$ cat src/rtl/seg_addr_pkg.sv
// Package: shared codes for the segmented address generator.
// Assumes four segment registers; the index encoding below is used by the
// write port, the override selector and the internal segment choice.
package seg_addr_pkg;

    localparam int SEG_COUNT = 4;

    localparam logic [1:0] SEG_CODE  = 2'd0;
    localparam logic [1:0] SEG_DATA  = 2'd1;
    localparam logic [1:0] SEG_STACK = 2'd2;
    localparam logic [1:0] SEG_EXTRA = 2'd3;

    typedef enum logic [2:0] {
        ACC_FETCH = 3'd0,
        ACC_STACK = 3'd1,
        ACC_OPND  = 3'd2,
        ACC_SRC   = 3'd3,
        ACC_DST   = 3'd4
    } acc_e;

    typedef enum logic [2:0] {
        EA_DIRECT  = 3'd0,
        EA_REGIND  = 3'd1,
        EA_BASED   = 3'd2,
        EA_INDEXED = 3'd3,
        EA_BIDX    = 3'd4
    } ea_e;

endpackage

$ cat src/rtl/seg_bank.sv
// Module: seg_bank
// Holds the segment registers with one write port and one read port.
// Assumes a synchronous active-low reset that clears every register; the
// read port shows the value before any write in the same cycle.
module seg_bank #(
    parameter int SEG_W = 16,
    parameter int NSEG  = 4,
    localparam int SEL_W = $clog2(NSEG)
) (
    input  logic             clk,
    input  logic             rst_n,
    input  logic             we,
    input  logic [SEL_W-1:0] wsel,
    input  logic [SEG_W-1:0] wdata,
    input  logic [SEL_W-1:0] rsel,
    output logic [SEG_W-1:0] rdata
);

    logic [SEG_W-1:0] regs [NSEG];

    generate
        for (genvar g = 0; g < NSEG; g++) begin : g_seg
            // Update one segment register on reset or a matching write.
            always_ff @(posedge clk) begin
                if (!rst_n) begin
                    regs[g] <= '0;
                end else if (we && (wsel == SEL_W'(g))) begin
                    regs[g] <= wdata;
                end
            end
        end
    endgenerate

    // Read the selected register.
    always_comb begin
        rdata = regs[rsel];
    end

endmodule

$ cat src/rtl/seg_pick.sv
// Module: seg_pick
// Chooses which segment register serves an access. Fetch, stack and string
// destination classes have fixed segments. Operand and string source
// classes take the override when present. An operand whose base register
// is BP defaults to the stack segment. Unknown class codes act as operand
// and unknown mode codes act as direct (no base register).
module seg_pick
    import seg_addr_pkg::*;
(
    input  logic [2:0] acc_cls,
    input  logic [2:0] ea_mode,
    input  logic       use_bp,
    input  logic       ovr_en,
    input  logic [1:0] ovr_sel,
    output logic [1:0] seg_sel
);

    logic has_base;

    // Flag the operand modes that include a base register.
    always_comb begin
        unique case (ea_e'(ea_mode))
            EA_REGIND, EA_BASED, EA_BIDX: has_base = 1'b1;
            default:                      has_base = 1'b0;
        endcase
    end

    // Map the access class to a segment index.
    always_comb begin
        unique case (acc_e'(acc_cls))
            ACC_FETCH: seg_sel = SEG_CODE;
            ACC_STACK: seg_sel = SEG_STACK;
            ACC_DST:   seg_sel = SEG_EXTRA;
            ACC_SRC:   seg_sel = ovr_en ? ovr_sel : SEG_DATA;
            default: begin
                if (ovr_en) begin
                    seg_sel = ovr_sel;
                end else if (use_bp && has_base) begin
                    seg_sel = SEG_STACK;
                end else begin
                    seg_sel = SEG_DATA;
                end
            end
        endcase
    end

endmodule

$ cat src/rtl/ea_offset.sv
// Module: ea_offset
// Forms the effective offset for an access. Fetch, stack and string classes
// take a single pointer. Operand classes sum base, index and displacement
// as the mode dictates. All sums wrap at OFF_W bits. Unknown class codes
// act as operand and unknown mode codes act as direct.
module ea_offset
    import seg_addr_pkg::*;
#(
    parameter int OFF_W = 16
) (
    input  logic [2:0]       acc_cls,
    input  logic [2:0]       ea_mode,
    input  logic             use_bp,
    input  logic             disp_en,
    input  logic [OFF_W-1:0] ip_val,
    input  logic [OFF_W-1:0] sp_val,
    input  logic [OFF_W-1:0] bp_val,
    input  logic [OFF_W-1:0] si_val,
    input  logic [OFF_W-1:0] di_val,
    input  logic [OFF_W-1:0] base_val,
    input  logic [OFF_W-1:0] index_val,
    input  logic [OFF_W-1:0] disp_val,
    output logic [OFF_W-1:0] offset
);

    logic [OFF_W-1:0] disp_opt;
    logic [OFF_W-1:0] opnd_off;

    // Gate the optional displacement.
    always_comb begin
        disp_opt = disp_en ? disp_val : '0;
    end

    // Compose the operand offset from the addressing mode.
    always_comb begin
        unique case (ea_e'(ea_mode))
            EA_REGIND:  opnd_off = base_val;
            EA_BASED:   opnd_off = base_val + disp_opt;
            EA_INDEXED: opnd_off = index_val + disp_opt;
            EA_BIDX:    opnd_off = base_val + index_val + disp_opt;
            default:    opnd_off = disp_val;
        endcase
    end

    // Pick the offset source for the access class.
    always_comb begin
        unique case (acc_e'(acc_cls))
            ACC_FETCH: offset = ip_val;
            ACC_STACK: offset = use_bp ? bp_val : sp_val;
            ACC_SRC:   offset = si_val;
            ACC_DST:   offset = di_val;
            default:   offset = opnd_off;
        endcase
    end

endmodule

$ cat src/rtl/seg_addr_gen.sv
// Module: seg_addr_gen (top)
// Segmented physical address generator: picks a segment register from the
// access class, composes the effective offset, and registers
// (segment << SHIFT) + offset, wrapped to ADDR_W bits, one clock after req.
// Assumes OFF_W <= SEG_W + SHIFT and a synchronous active-low reset.
module seg_addr_gen
    import seg_addr_pkg::*;
#(
    parameter int SEG_W = 16,
    parameter int OFF_W = 16,
    parameter int SHIFT = 4,
    localparam int ADDR_W = SEG_W + SHIFT,
    localparam int SEL_W  = $clog2(SEG_COUNT)
) (
    input  logic              clk,
    input  logic              rst_n,
    input  logic              seg_we,
    input  logic [SEL_W-1:0]  seg_wsel,
    input  logic [SEG_W-1:0]  seg_wdata,
    input  logic              req,
    input  logic [2:0]        acc_cls,
    input  logic [2:0]        ea_mode,
    input  logic              use_bp,
    input  logic              disp_en,
    input  logic              ovr_en,
    input  logic [SEL_W-1:0]  ovr_sel,
    input  logic [OFF_W-1:0]  ip_val,
    input  logic [OFF_W-1:0]  sp_val,
    input  logic [OFF_W-1:0]  bp_val,
    input  logic [OFF_W-1:0]  si_val,
    input  logic [OFF_W-1:0]  di_val,
    input  logic [OFF_W-1:0]  base_val,
    input  logic [OFF_W-1:0]  index_val,
    input  logic [OFF_W-1:0]  disp_val,
    output logic [ADDR_W-1:0] phys_addr,
    output logic              addr_vld
);

    logic [SEL_W-1:0]  seg_sel;
    logic [SEG_W-1:0]  seg_val;
    logic [OFF_W-1:0]  eff_off;
    logic [ADDR_W-1:0] sum_nxt;

    seg_bank #(
        .SEG_W (SEG_W),
        .NSEG  (SEG_COUNT)
    ) u_bank (
        .clk   (clk),
        .rst_n (rst_n),
        .we    (seg_we),
        .wsel  (seg_wsel),
        .wdata (seg_wdata),
        .rsel  (seg_sel),
        .rdata (seg_val)
    );

    seg_pick u_pick (
        .acc_cls (acc_cls),
        .ea_mode (ea_mode),
        .use_bp  (use_bp),
        .ovr_en  (ovr_en),
        .ovr_sel (ovr_sel),
        .seg_sel (seg_sel)
    );

    ea_offset #(
        .OFF_W (OFF_W)
    ) u_off (
        .acc_cls   (acc_cls),
        .ea_mode   (ea_mode),
        .use_bp    (use_bp),
        .disp_en   (disp_en),
        .ip_val    (ip_val),
        .sp_val    (sp_val),
        .bp_val    (bp_val),
        .si_val    (si_val),
        .di_val    (di_val),
        .base_val  (base_val),
        .index_val (index_val),
        .disp_val  (disp_val),
        .offset    (eff_off)
    );

    // Add the shifted segment to the zero-extended offset, wrapping at ADDR_W.
    always_comb begin
        sum_nxt = {seg_val, {SHIFT{1'b0}}} + {{(ADDR_W-OFF_W){1'b0}}, eff_off};
    end

    // Register the address and strobe on a request.
    always_ff @(posedge clk) begin
        if (!rst_n) begin
            phys_addr <= '0;
            addr_vld  <= 1'b0;
        end else begin
            addr_vld <= req;
            if (req) begin
                phys_addr <= sum_nxt;
            end
        end
    end

endmodule

$ cat config.mk
export PLATFORM = sky130hd
export DESIGN_NAME = seg_addr_gen
export DESIGN_NICKNAME = d
export VERILOG_FILES = /design/src/rtl/seg_addr_pkg.sv /design/src/rtl/seg_bank.sv /design/src/rtl/seg_pick.sv /design/src/rtl/ea_offset.sv /design/src/rtl/seg_addr_gen.sv
export SDC_FILE = /design/constraint.sdc
export NUM_CORES = 1
export LEC_CHECK = 0
export BUFFER_PORTS_ARGS = -buffer_cell sky130_fd_sc_hd__buf_4
export CORE_UTILIZATION = 50
export DETAILED_ROUTE_END_ITERATION = 16
export HOLD_SLACK_MARGIN = 0.15
export PLACE_DENSITY = 0.79
export SETUP_SLACK_MARGIN = 0.1
export SYNTH_ARGS = -nofsm -noshare
export SYNTH_HDL_FRONTEND = slang
export SYNTH_HIERARCHICAL = 1
export SYNTH_SLANG_ARGS = --single-unit
$ cat constraint.sdc
create_clock -name clk -period 7.8 [get_ports clk]
set_clock_uncertainty 0.15 [all_clocks]
set_input_delay 1.56 -clock clk [delete_from_list [all_inputs] [get_ports clk]]
set_output_delay 1.56 -clock clk [all_outputs]
set_load 0.005 [all_outputs]
==> results.md <==
- The run finished with clean final reports.
- The number of setup violations in the final report is 0.
- The number of clock buffers added by TritonCTS is 9.
- Once detail routing completed, the nets flagged for antenna violations numbered 0.
- Sequential cells were found to cover 30.2% of the synthesized design area.
- Summing all flip-flop and latch instances after layout gives 0.00234 mm².
- The worst path arrival time is between 6 and 7 ns.
- The cell repeated most along the worst path is sky130_fd_sc_hd__ha_1.
- The maximum single-stage delay on the critical path is 0.52 ns.
- The portion of synthesized cell area occupied by the leading cell type is around 25%.
- The internal power component is around 1.1 mW.
- The number of gates given a new drive strength after cts is 0.
- Headroom to the max-slew limit came out at around a quarter.
- The initial antenna violation count is 0.
- The cell at the root of the clock tree is sky130_fd_sc_hd__clkbuf_16.
- The cell area after synthesis is a little under 0.008 mm².
- The number of global-route vias before repair is about 7100.
- The register-to-register path setup slack is around 4.8 ns.
- The fraction of synthesis flops using an asynchronous set or reset pin is 0%.
- The biggest area contributor in the post-synthesis netlist is sky130_fd_sc_hd__edfxtp_1.
- Traced cell by cell, the critical path runs through buf_4 > and2b_1 > nand2_4 > mux2_2 > ha_1 > fa_1 > nand3_1 > a211oi_1 > o22a_1 > a221oi_1 > xor2_1 > o311ai_0 > ha_1 > a21oi_4 > o21a_1 > o21ai_0 > or3_1 > a32o_1.
- In the synthesized netlist, the cells that appear most often are sky130_fd_sc_hd__and2_1, sky130_fd_sc_hd__edfxtp_1, sky130_fd_sc_hd__ha_1, sky130_fd_sc_hd__o21ai_0, sky130_fd_sc_hd__nor2_1.
- The required time at the worst-slack endpoint is 7.87 ns.
- Detailed placement ended at an HPWL of between 15 and 20 mm.
- The final total power is around 1.7 mW.
- Along the worst path, the maximum fanout reaches 17.
- The worst setup path is launched from an input pin.
- TritonCTS built the clock tree.
- The clock net in this run drives a total of 85 sinks.
- The register clock-pin slew on the reported worst setup and hold paths is ~0.060 ns.
- The path type of the worst setup path is input pin to flop.
- The cell with the largest stage delay on the worst path is sky130_fd_sc_hd__and2b_1.
- The highest achievable clock rate is approximately 160 MHz.
- The maximum root-to-sink buffer count is 2.
- The total of buffers placed on input and output ports is around 180.
- The count of synthesis-stage warnings from yosys is 6.
- The die is between 100 and 150 µm tall.
- The total setup buffers inserted after CTS is 0.
- Yosys attributes the largest share of cell area to sky130_fd_sc_hd__edfxtp_1, sky130_fd_sc_hd__ha_1, sky130_fd_sc_hd__and2_1.
- Synthesis handed over a netlist of between 700 and 800 instances.
- The number of levels in the clock H-tree is 3.
- The repair_antennas step left the layout with diodes totalling 0.
- The final critical path takes up slightly above 80% of the cycle.
- The switching power is roughly 0.55 mW.
- After routing, the total negative slack on setup checks comes to 0 ns.
- The total of max-cap violations is 0.
- In the routed design, unresolved DRC markers number 0.
- The most instantiated flip-flop cell in the synthesis netlist is sky130_fd_sc_hd__edfxtp_1.
- The number of distinct standard cells referenced by the synthesized netlist is about 80.
- The clock network accounts for a little over a quarter of the total power.
- The combinational fraction of design power is 40.5%.
- Summing all multi-input logic gate instances after layout gives roughly 0.0051 mm².
- The transition time at the pin with the least slew margin is 1.10 ns.
- The synthesized design contains 85 register bits.
- The static leakage power is 4.06 nW.
- Setup repair after global routing left no endpoint under its margin.
- The first-pass GRT wire length is approximately 37 mm.
- The number of nets in the final layout is 1164.
- STA classifies the critical path endpoint as a flop.
- The congestion estimate from routability-driven global placement came to roughly 0.99.
- The core region is 0.0151 mm².
- In the final routed layout, each cell accounts on average for 20.2 µm.
- The part of the power in registers is between 30% and 40%.
- The number of hold buffers added after CTS was 0.
- The largest net degree at the start of global routing is 29.
- Power spread over the standard cell area amounts to around 180 mW/mm².
- The detailed-router iteration count before antenna repair is 5.
- The total of fill cells in the finished design is around 1200.
- Yosys mapped a number of flops with a built-in enable equal to 64.
- From synthesis to final layout, the design area changed by 22.7%.
- Across every metal layer, demand over resource in global routing totals between 20% and 30%.
- The area of the die is 0.0160 mm².
- Once the floorplan was initialized, standard cells occupied approximately half of the core.
- The synthesized netlist net count is 1007.
- The number of placed I/O pins is 182.
- The hold violation count in the final report was 0.
- After detailed routing, the number of vias per cell comes to 6.16.
- The most numerous cell in the Yosys netlist is sky130_fd_sc_hd__and2_1.
- The final number of max-transition violations is 0.
- The die is around 130 µm wide.
- The min-delay analysis places its worst path in the category flop to flop.
- The site row count is 45.
- The mean area per synthesized cell is 9.88 µm².
- VDD sags by at most just over 0.2 mV.
- Summing over every cut layer, the via total after detailed routing is 6980.
- The initial detailed-routing violation count is 658.
- In the final layout, the share of cells above drive strength 1 is 27.7%.
- For the finished layout, the period the worst path requires is around 6.3 ns.
- The final global-route overflow total is 0.
- The switching share of total power is approximately 33%.
- The total wire length after detailed routing is between 20 and 25 mm.
- On the final layout, the worst hold slack is approximately 0.30 ns.
- At the later pin of the worst-skew pair, clock insertion delay measures around 0.33 ns.
cell usage in the layout (no fill, tap or decap), types with 17 or more instances in the layout:
master / count
sky130_fd_sc_hd__and2_1: 82
sky130_fd_sc_hd__fa_1: 18
sky130_fd_sc_hd__a22oi_1: 19
sky130_fd_sc_hd__mux2_2: 27
sky130_fd_sc_hd__nand3_1: 17
sky130_fd_sc_hd__inv_1: 21
sky130_fd_sc_hd__ha_1: 44
sky130_fd_sc_hd__buf_4: 185
sky130_fd_sc_hd__o21ai_0: 38
sky130_fd_sc_hd__nand2_1: 36
sky130_fd_sc_hd__nor2_1: 40
sky130_fd_sc_hd__edfxtp_1: 64
sky130_fd_sc_hd__dfxtp_1: 21
sky130_fd_sc_hd__a21oi_1: 36
sky130_fd_sc_hd__mux2i_1: 19
final timing paths:
| kind | startpoint | to | depth (start not counted) |
|---|---|---|---|
| min reg2reg | phys_addr[14] | phys_addr[14] | 2 |
| min | phys_addr[14] | phys_addr[14] | 2 |
| max | ea_mode[2] | phys_addr[15] | 18 |
| max reg2reg | u_bank/regs[1][0] | phys_addr[14] | 8 |
critical path, delay by kind of cell:
family	cells	cell delay (ns)
xor+xnor	1	0.12
buf+inv	1	0.17
simple gates	4	1.28
mux	1	0.34
compound gates	8	1.87
fa+ha+maj	3	1.08
through the flow:
stage | area [µm²] | util [%] | worst slack (ns) | instances
CTS | 9510 | 62.8 | 1.59 | 1134
floorplan | 7750 | - | 1.87 | 784
global placement | 9190 | 60.7 | 1.39 | 1118
finish | 9510 | 62.8 | 1.47 | 1134
global route | 9510 | 62.8 | 1.15 | 1134
detailed placement | 9190 | 60.7 | 1.26 | 1118
logic make-up (layout without fill, tap and decap cells):
kind of cell,Yosys count,after routing,synth area share [%]
buffers and inverters,62,224,3.68
adder cells (fa/ha/maj),62,62,11.8
XOR/XNOR,31,31,3.50
multiplexers,62,62,11.3
AO/OA/AOI/OAI,227,227,20.8
flip-flops,85,85,30.2
AND/OR/NAND/NOR,255,255,18.7
registers in the layout, indices dropped and copies added (netlist names):
signal and count:
u_bank/regs 64, phys_addr 20, addr_vld 1
per-layer routing:
layer / vias up / share of wire, % / track usage [%]
li1: 3304 / - / -
met2: 336 / 49 / 51.9
met1: 3299 / 41 / 37.0
met4: 0 / 2.8 / 9.71
met3: 41 / 7.0 / 3.88
met5: - / 0 / 0
power groups by stage:
stage / registers, mW / logic (mW) / clock network [mW]
6_report: 0.553 / 0.680 / 0.445
5_1_grt: 0.558 / 0.743 / 0.471
4_1_cts: 0.554 / 0.670 / 0.453
3_5_place_dp: 0.563 / 0.665 / 0
3_3_place_gp: 0.561 / 0.660 / 0
2_1_floorplan: 0.559 / 0.446 / 0
layout make-up:
| cell class | instances | share of cell area [%] |
|---|---|---|
| sequential | 85 | 24.6 |
| clock buffer | 13 | 2.96 |
| inverter | 23 | 0.908 |
| timing repair buffer | 185 | 14.6 |
| multi-input combinational | 637 | 54.0 |
| tap | 188 | 2.47 |
| clock inverter | 3 | 0.421 |
Power figures use the tool's default switching activity.
